<file path="config.mk">
export PLATFORM = sky130hd
export DESIGN_NAME = pwbuf_top
export DESIGN_NICKNAME = d
export VERILOG_FILES = /design/src/rtl/pwbuf_pkg.sv /design/src/rtl/pwbuf_ctrl.sv /design/src/rtl/pwbuf_dpath.sv /design/src/rtl/pwbuf_top.sv
export SDC_FILE = /design/constraint.sdc
export NUM_CORES = 1
export LEC_CHECK = 0
export BUFFER_PORTS_ARGS = -buffer_cell sky130_fd_sc_hd__clkbuf_2
export CAP_MARGIN = 10
export CORE_ASPECT_RATIO = 1.25
export CORE_UTILIZATION = 55
export CTS_BUF_LIST = sky130_fd_sc_hd__clkbuf_4
export CTS_CLUSTER_DIAMETER = 40
export DETAILED_ROUTE_END_ITERATION = 12
export PLACE_DENSITY = 0.77
export SKIP_LAST_GASP = 1
export SLEW_MARGIN = 20
export SYNTH_ARGS = -nofsm -noshare
export SYNTH_HDL_FRONTEND = slang
export SYNTH_HIERARCHICAL = 1
export SYNTH_SLANG_ARGS = --single-unit
</file>
<file path="constraint.sdc">
create_clock -name clk -period 4.61 [get_ports clk]
set_clock_uncertainty 0.2 [all_clocks]
set_input_delay 0.6915 -clock clk [delete_from_list [all_inputs] [get_ports clk]]
set_output_delay 0.6915 -clock clk [all_outputs]
set_load 0.1 [all_outputs]
</file>
<file path="src/rtl/pwbuf_pkg.sv">
package pwbuf_pkg;
  // strobes from the control unit to the datapath
  typedef struct packed {
    logic push;       // enqueue the presented request
    logic pop;        // retire the queue head
    logic selBypass;  // drive the bus from the presented request
  } pwbufStrobe_t;
endpackage

</file>
<file path="src/rtl/pwbuf_ctrl.sv">
module pwbuf_ctrl
  import pwbuf_pkg::*;
(
  input  logic         clk,
  input  logic         rstN,
  input  logic         ctlWrite,
  input  logic         ctlBufEn,
  input  logic         ctlWrProt,
  input  logic         reqValid,
  input  logic         reqPrecise,
  input  logic         reqWriteThru,
  input  logic         reqInhibit,
  input  logic         reqRegionHit,
  input  logic         qFull,
  input  logic         qEmpty,
  input  logic         busAck,
  output logic         reqReady,
  output logic         rspDone,
  output logic         rspErr,
  output pwbufStrobe_t strb
);
  logic bufEnQ;
  logic wrProtQ;
  logic protFault;
  logic postable;
  logic wantPost;
  logic wantDirect;
  logic directDone;

  // control bits, cleared by reset
  always_ff @(posedge clk) begin
    if (!rstN) begin
      bufEnQ  <= 1'b0;
      wrProtQ <= 1'b0;
    end else if (ctlWrite) begin
      bufEnQ  <= ctlBufEn;
      wrProtQ <= ctlWrProt;
    end
  end

  always_comb begin
    protFault  = wrProtQ && !reqRegionHit;
    postable   = bufEnQ && !reqPrecise && (reqWriteThru || reqInhibit);
    wantPost   = reqValid && !protFault && postable;
    wantDirect = reqValid && !protFault && !postable;

    strb.push      = wantPost && !qFull;
    strb.selBypass = wantDirect && qEmpty;
    strb.pop       = busAck && !qEmpty;

    directDone = strb.selBypass && busAck;
    rspErr     = reqValid && protFault;
    rspDone    = strb.push || directDone;
    reqReady   = rspErr || rspDone;
  end

  // a precise write completes only together with a bus acknowledge
  assert_precise_on_ack_R4: assert property (@(posedge clk) disable iff (!rstN)
    (reqValid && reqPrecise && rspDone) |-> busAck);

  // a refused write never completes
  assert_prot_no_done_R7: assert property (@(posedge clk) disable iff (!rstN)
    (reqValid && wrProtQ && !reqRegionHit) |-> !rspDone);

  // override always lets the write proceed
  assert_region_no_err_R8: assert property (@(posedge clk) disable iff (!rstN)
    (reqValid && reqRegionHit) |-> !rspErr);
endmodule

</file>
<file path="src/rtl/pwbuf_dpath.sv">
module pwbuf_dpath
  import pwbuf_pkg::*;
#(
  parameter int AW    = 32,
  parameter int DW    = 32,
  parameter int DEPTH = 4
) (
  input  logic          clk,
  input  logic          rstN,
  input  pwbufStrobe_t  strb,
  input  logic [AW-1:0] reqAddr,
  input  logic [DW-1:0] reqData,
  input  logic [DW/8-1:0] reqBe,
  input  logic          busAck,
  output logic          qFull,
  output logic          qEmpty,
  output logic          busValid,
  output logic [AW-1:0] busAddr,
  output logic [DW-1:0] busData,
  output logic [DW/8-1:0] busBe
);
  localparam int BW = DW / 8;
  localparam int PW = (DEPTH > 1) ? $clog2(DEPTH) : 1;
  localparam int CW = $clog2(DEPTH + 1);
  localparam logic [PW-1:0] LAST = PW'(DEPTH - 1);
  localparam logic [CW-1:0] FULLCNT = CW'(DEPTH);

  logic [AW-1:0] memAddr [DEPTH];
  logic [DW-1:0] memData [DEPTH];
  logic [BW-1:0] memBe   [DEPTH];
  logic [PW-1:0] wrPtr;
  logic [PW-1:0] rdPtr;
  logic [CW-1:0] count;

  // per-entry storage, written only at the tail
  for (genvar i = 0; i < DEPTH; i++) begin : gEntry
    always_ff @(posedge clk) begin
      if (strb.push && wrPtr == PW'(i)) begin
        memAddr[i] <= reqAddr;
        memData[i] <= reqData;
        memBe[i]   <= reqBe;
      end
    end
  end

  always_ff @(posedge clk) begin
    if (!rstN) begin
      wrPtr <= '0;
      rdPtr <= '0;
      count <= '0;
    end else begin
      if (strb.push) wrPtr <= (wrPtr == LAST) ? '0 : wrPtr + 1'b1;
      if (strb.pop)  rdPtr <= (rdPtr == LAST) ? '0 : rdPtr + 1'b1;
      case ({strb.push, strb.pop})
        2'b10:   count <= count + 1'b1;
        2'b01:   count <= count - 1'b1;
        default: count <= count;
      endcase
    end
  end

  always_comb begin
    qFull    = (count == FULLCNT);
    qEmpty   = (count == '0);
    busValid = !qEmpty || strb.selBypass;
    if (qEmpty) begin
      busAddr = reqAddr;
      busData = reqData;
      busBe   = reqBe;
    end else begin
      busAddr = memAddr[rdPtr];
      busData = memData[rdPtr];
      busBe   = memBe[rdPtr];
    end
  end

  assert_no_overflow_R6: assert property (@(posedge clk) disable iff (!rstN)
    strb.push |-> (count != FULLCNT));

  assert_pop_on_ack_R10: assert property (@(posedge clk) disable iff (!rstN)
    strb.pop |-> (busAck && count != '0));

  assert_bypass_drained_R5: assert property (@(posedge clk) disable iff (!rstN)
    strb.selBypass |-> (count == '0));

  assert_bus_hold_R10: assert property (@(posedge clk) disable iff (!rstN)
    (busValid && !busAck) |=> (busValid && $stable(busAddr) && $stable(busData) && $stable(busBe)));
endmodule

</file>
<file path="src/rtl/pwbuf_top.sv">
module pwbuf_top
  import pwbuf_pkg::*;
#(
  parameter int AW    = 32,
  parameter int DW    = 32,
  parameter int DEPTH = 4
) (
  input  logic            clk,
  input  logic            rstN,
  input  logic            ctlWrite,
  input  logic            ctlBufEn,
  input  logic            ctlWrProt,
  input  logic            reqValid,
  output logic            reqReady,
  input  logic [AW-1:0]   reqAddr,
  input  logic [DW-1:0]   reqData,
  input  logic [DW/8-1:0] reqBe,
  input  logic            reqPrecise,
  input  logic            reqWriteThru,
  input  logic            reqInhibit,
  input  logic            reqRegionHit,
  output logic            rspDone,
  output logic            rspErr,
  output logic            busValid,
  output logic [AW-1:0]   busAddr,
  output logic [DW-1:0]   busData,
  output logic [DW/8-1:0] busBe,
  input  logic            busAck
);
  pwbufStrobe_t strb;
  logic qFull;
  logic qEmpty;

  pwbuf_ctrl uCtrl (
    .clk(clk), .rstN(rstN),
    .ctlWrite(ctlWrite), .ctlBufEn(ctlBufEn), .ctlWrProt(ctlWrProt),
    .reqValid(reqValid), .reqPrecise(reqPrecise), .reqWriteThru(reqWriteThru),
    .reqInhibit(reqInhibit), .reqRegionHit(reqRegionHit),
    .qFull(qFull), .qEmpty(qEmpty), .busAck(busAck),
    .reqReady(reqReady), .rspDone(rspDone), .rspErr(rspErr), .strb(strb)
  );

  pwbuf_dpath #(.AW(AW), .DW(DW), .DEPTH(DEPTH)) uDpath (
    .clk(clk), .rstN(rstN), .strb(strb),
    .reqAddr(reqAddr), .reqData(reqData), .reqBe(reqBe), .busAck(busAck),
    .qFull(qFull), .qEmpty(qEmpty),
    .busValid(busValid), .busAddr(busAddr), .busData(busData), .busBe(busBe)
  );
endmodule

</file>
==> impl_metrics.tcl, run 1 <==
set metrics [dict create \
    status "finished clean" \
    grt_max_degree 69 \
    relSlewSlack 0.296 \
    drt_iter0_markers 233 \
    rrSetupSlack_ps 1430 \
    worstPathCellList "buf_12 -> mux4_2 -> mux2_2 -> clkbuf_2" \
    post-place-cells 903 \
    synth.avg_cell_area_um2 22.5 \
    synthCells 499 \
    hold_depth 1 \
    clockPowerShare 0.342 \
    r2r_cells 6 \
    maxCapViolations 0 \
    fill_cells 1423 \
    hold_buffers 0 \
    synth-edff-count 272 \
    dpl-instance-area_mm2 0.0123 \
    clock_path_buffers 3 \
    tightest_slew_ps 1060 \
    port_buffers 150 \
    ys_top_cells_by_area "edfxtp_1 73%, mux4_2 14%, mux2_2 6.8%" \
    period_share 0.809 \
    fin_cells 1021 \
    vias_per_cell 5.51 \
    fin_area_mm2 0.0131 \
    clock_sinks 283 \
    power_mw 5.59 \
    critPathBufInv 2 \
    yosysTopAreaCellShare 0.727 \
    final_util 0.654 \
    reg2reg_to "uDpath/memAddr[0][6]" \
    fmax_mhz 268 \
    tns_ps 0 \
    min_path_type "in -> reg" \
    gr-total-overflow 0 \
    timing.final.crit_period_ps 3730 \
    final_nets 789 \
    io_pins 151 \
    area_delta_synth_final_pct 16.6 \
    synth_seq_cells 283 \
    path_delay_family "multiplexers" \
    synth_nets 585 \
    synthesis.area_mm2 0.0112 \
    drtAntennaViolNets 0 \
    antenna_found_initial 2 \
    drc_errors 0 \
    ys_seq_area_frac 0.747 \
    cp-end-kind "output port" \
    routed_wl_mm 20.8 \
    internal_power_mw 4.02 \
    grt_pass1_vias 6175 \
    track_usage 0.208 \
    die_area_mm2 0.0210 \
    worst_ep_required_time_ps 3720 \
    hold_end "uDpath/memData[1][1]" \
    p_switching_mw 1.57 \
    swShare 0.281 \
    cp_slowest_stage_delay_ps 610 \
    yosys.area.top_type "edfxtp_1" \
    vias 5630 \
    cts_root_buffer "clkbuf_4" \
    cts_tree "yes" \
    postCtsSetupRepairBufs 0 \
    cts_buffers 68 \
    die_h_um 162 \
    cp.arrival_ps 2840 \
    cts-resized-gates 0 \
    p_per_area_mw_per_mm2 427 \
    async_flop_share 0 \
    leakagePower_nw 4.48 \
    min_from "reqData[1]" \
    hold_viol 0 \
    gp_congestion 0.786 \
    wl_per_cell_um 20.3 \
    irDropWorstVdd_uv 231 \
    multiInputGateArea_mm2 0.00269 \
    slowest_stage "mux4_2" \
    final-setup-viol-count 0 \
    worstSetupStartpointType "flip-flop" \
    yosysUniqueCellTypes 31 \
    clk_pin_slew_ps 70 \
    seq_area_mm2 0.00840 \
    dpl.hpwl_mm 12.3 \
    std_cell_rows 58 \
    die_x_um 130 \
    share_comb_of_total_power 0.151 \
    worstSetupPathType "reg -> out" \
    r2r_start "uDpath/count[0]" \
    drive_above_1_share 0.535 \
    dr.pass1.iters 4 \
    yosys_warnings 6 \
    cts.htree.levels 3 \
    start_util 0.561 \
    rsz0062_at_grt "no" \
    grt_pass1_wl_mm 32.0 \
    synth-main-ff-cell "edfxtp_1" \
    crit_path_max_fanout 59 \
    seq_power_share 0.507 \
    clock_latency_ps 640 \
    core_mm2 0.0200 \
    slew_viol_final 0 \
]
-- cell type report --
type	count	area share
well taps	270	0.0258
multi-input cells	185	0.205
repair buffers	157	0.0623
diodes	2	0.000382
clock inverters	21	0.00803
inverters	8	0.00229
flip-flops and latches	283	0.641
clock buffers	95	0.0545
-- cell usage in the layout, fill, tap and decap left out, drive strengths merged --
master and instances:
edfxtp 272, clkbuf 245, mux4 68, mux2 68, clkinv 16, inv 12
dfxtp 11, nor2b 7, buf 7, ha 6, and2 6, nor2 5
mux2i 5, diode 2, nand2b 2, nand2 2, a21oi 2, o21ai 2
bufinv 1, or4 1, o31ai 1, o311ai 1, a31oi 1, nor3 1
and3 1, xnor2 1, nor3b 1, xor2 1, or3 1, a21boi 1
fa 1
-- cells in the mapped netlist, types with 2 or more instances --
| library cell | n |
|---|---|
| and2_1 | 6 |
| nor2b_1 | 7 |
| edfxtp_1 | 272 |
| inv_1 | 8 |
| buf_8 | 3 |
| nor2_1 | 5 |
| mux2i_1 | 5 |
| o21ai_0 | 2 |
| nand2b_1 | 2 |
| ha_1 | 6 |
| buf_2 | 9 |
| nand2_1 | 2 |
| dfxtp_1 | 11 |
| clkbuf_1 | 9 |
| a21oi_1 | 2 |
| mux2_2 | 68 |
| mux4_2 | 68 |
-- stage by stage --
| step | hold slack [ps] | worst slack [ps] |
|---|---|---|
| 2_1_floorplan | 283 | 827 |
| 3_3_place_gp | 305 | 1410 |
| 3_5_place_dp | 312 | 1300 |
| 4_1_cts | 22.9 | 784 |
| 5_1_grt | 32.0 | 722 |
| 6_report | 82.8 | 883 |
-- layer usage --
layer / vias to the layer above / GRT usage / part of all wire
met5: - / 0 / 0
met4: 0 / 0.108 / 0.025
met2: 182 / 0.339 / 0.52
met1: 2883 / 0.262 / 0.40
met3: 33 / 0.0451 / 0.047
li1: 2532 / - / -
-- worst max path at each step --
| stage | cells past startpoint | slack, ps | to |
|---|---|---|---|
| 6_report | 4 | 880 | busData[3] |
| 5_1_grt | 4 | 720 | busAddr[27] |
| 4_1_cts | 4 | 780 | busAddr[27] |
| 3_5_place_dp | 5 | 1300 | uDpath/memAddr[0][15] |
| 3_3_place_gp | 5 | 1410 | uDpath/memAddr[3][26] |
| 2_1_floorplan | 2 | 830 | reqReady |
-- power groups by stage --
stage / Combinational [mW] / Clock, mW / Sequential, mW
2_1_floorplan: 0.684 / 0 / 2.89
3_3_place_gp: 0.839 / 0 / 2.89
3_5_place_dp: 0.849 / 0 / 2.89
4_1_cts: 0.851 / 1.97 / 2.83
5_1_grt: 0.875 / 2.11 / 2.83
6_report: 0.845 / 1.91 / 2.83
-- logic make-up (layout without fill, tap and decap cells) --
| family | Yosys count | after routing | share of synthesized area |
|---|---|---|---|
| AO/OA/AOI/OAI | 8 | 8 | 0.00446 |
| XOR/XNOR | 2 | 2 | 0.00156 |
| adder cells (fa/ha/maj) | 7 | 7 | 0.00847 |
| buffers and inverters | 31 | 281 | 0.0150 |
| flip-flops | 283 | 283 | 0.747 |
| multiplexers | 141 | 141 | 0.209 |
| other | 0 | 2 | 0 |
| AND/OR/NAND/NOR | 27 | 27 | 0.0144 |
-- flip-flops by register name, indices dropped and copies added (netlist names), named ones only --
name	count
uDpath/count	3
uDpath/memAddr	128
uDpath/memBe	16
uDpath/memData	128
uDpath/rdPtr	2
uCtrl/wrProtQ	1
uCtrl/bufEnQ	1
uDpath/wrPtr	2
Note: power is estimated with default switching activity, not from simulation.
==> inputs of run 2 (changes only) <==
CORE_UTILIZATION = 54   (was 55)
PLACE_DENSITY = 0.78   (was 0.77)
clock period = 3.28 ns   (was 4.61 ns; I/O delays follow)
==> run 2 against run 1 <==
- sequential share of layout area down 4.4 points
- utilization increased by 4.0 points
- final cell count grew 6.9%
- die area up 1.8%
- via count grew 6.5%
==> impl_metrics.tcl, run 2 (synthesis results as in run 1) <==
set metrics [dict create \
    status "finished clean" \
    min_path_type "in -> reg" \
    die_h_um 163 \
    tns_ps 0 \
    vias_per_cell 5.49 \
    port_buffers 150 \
    dr.pass1.iters 4 \
    p_per_area_mw_per_mm2 562 \
    final_cell_mix "272 x edfxtp_1, 134 x clkbuf_4, 107 x clkbuf_2, 75 x dlygate4sd3_1" \
    clock_sinks 283 \
    seq_area_mm2 0.00839 \
    track_usage 0.218 \
    whs_ps 217 \
    final_nets 869 \
    wl_per_cell_um 20.1 \
    cp-end-kind "output port" \
    cts_tree "yes" \
    period_share 0.969 \
    cp.arrival_ps 2490 \
    gp_congestion 0.761 \
    timing.final.crit_period_ps 3180 \
    worstSetupStartpointType "flip-flop" \
    dpl.hpwl_mm 12.3 \
    grt_max_degree 69 \
    clock_latency_ps 610 \
    routed_wl_mm 21.9 \
    antenna_found_initial 1 \
    drtAntennaViolNets 0 \
    worstSetupPathType "reg -> out" \
    area_delta_synth_final_pct 25.1 \
    top_regs "uDpath/memAddr x128, uDpath/memData x128, uDpath/memBe x16" \
    irDropWorstVdd_uv 333 \
    die_x_um 131 \
    crit_start "uDpath/count[0]" \
    multiInputGateArea_mm2 0.00270 \
    cts.htree.levels 3 \
    start_util 0.555 \
    fill_cells 1272 \
    clk_pin_slew_ps 60 \
    drt_iter0_markers 369 \
    fin_cells 1091 \
    rsz0062_at_grt "no" \
    maxCapViolations 0 \
    grt_pass1_vias 6665 \
    clock_path_buffers 3 \
    cts_buffers 67 \
    grt_pass1_wl_mm 34.1 \
    io_pins 151 \
    relSlewSlack 0.521 \
    final_common_cell "edfxtp_1" \
    die_area_mm2 0.0214 \
    drc_errors 0 \
    cts_root_buffer "clkbuf_4" \
    post-place-cells 909 \
    vias 5995 \
    fmax_mhz 315 \
    drive_above_1_share 0.498 \
    final-setup-viol-count 0 \
    postCtsSetupRepairBufs 0 \
    gr-total-overflow 0 \
    worst_ep_required_time_ps 2590 \
    min_from "busAck" \
    slew_viol_final 0 \
    leakagePower_nw 4.85 \
    std_cell_rows 58 \
    tightest_slew_ps 709 \
    core_mm2 0.0202 \
    crit_path_max_fanout 3 \
    hold_viol 0 \
    r2r_start "uDpath/count[0]" \
]
==> run 2: cell types whose count changed in the layout (fill, tap and decap cells not counted), sizes merged <==
cell / change
buf: +6
clkbuf: -4
clkinv: -7
diode: -1
dlygate4sd3: +75
inv: +1
==> run 2: metrics by stage <==
step | setup WS [ps] | area (um^2) | util | power, mW
2_1_floorplan | 222 | 11200 | - | 5.02
3_3_place_gp | 613 | 12400 | 0.612 | 5.24
3_5_place_dp | 480 | 12400 | 0.612 | 5.26
4_1_cts | 25.2 | 14000 | 0.693 | 7.99
5_1_grt | 6.19 | 14000 | 0.694 | 8.21
6_report | 102 | 14000 | 0.694 | 7.90
==> run 2: report_power, final <==
part	internal, mW	switching (mW)
Sequential	3.97	0.00867
Clock	1.36	1.26
Combinational	0.359	0.947
Total	5.69	2.21
==> run 2: cell type report <==
| cell class | count | area share |
|---|---|---|
| Antenna cell | 1 | 0.000178 |
| Tap cell | 270 | 0.0241 |
| Inverter | 8 | 0.00214 |
| Clock inverter | 15 | 0.00606 |
| Sequential cell | 283 | 0.598 |
| Multi-Input combinational cell | 185 | 0.192 |
| Clock buffer | 91 | 0.0487 |
| Timing Repair Buffer | 238 | 0.129 |
==> run 2: final timing paths <==
path / end / slack (ps) / cells past startpoint
max: rspDone / 100 / 5
min: flip-flop / 220 / 4
max reg2reg: uDpath/count[2] / 440 / 11
min reg2reg: flip-flop / 360 / 2
==> run 2: critical path, stage by stage (launching register included) <==
cell and delay (ps):
dfxtp_1 430, inv_1 120, and3_1 180, or4_4 510, a21oi_2 150, clkbuf_2 470
==> run 2: repair_timing <==
action                                 in CTS  in global routing
resized for setup                          45                  3
endpoints found under the hold margin     281                  0
setup endpoints to repair                  69                 13
hold buffers                               75                  0
==> run 2: routing by layer <==
layer | up-vias | share of wire | global-route usage
met2 | 198 | 0.54 | 0.380
li1 | 2679 | - | -
met3 | 49 | 0.046 | 0.0478
met5 | - | 0 | 0
met4 | 0 | 0.028 | 0.111
met1 | 3069 | 0.39 | 0.252
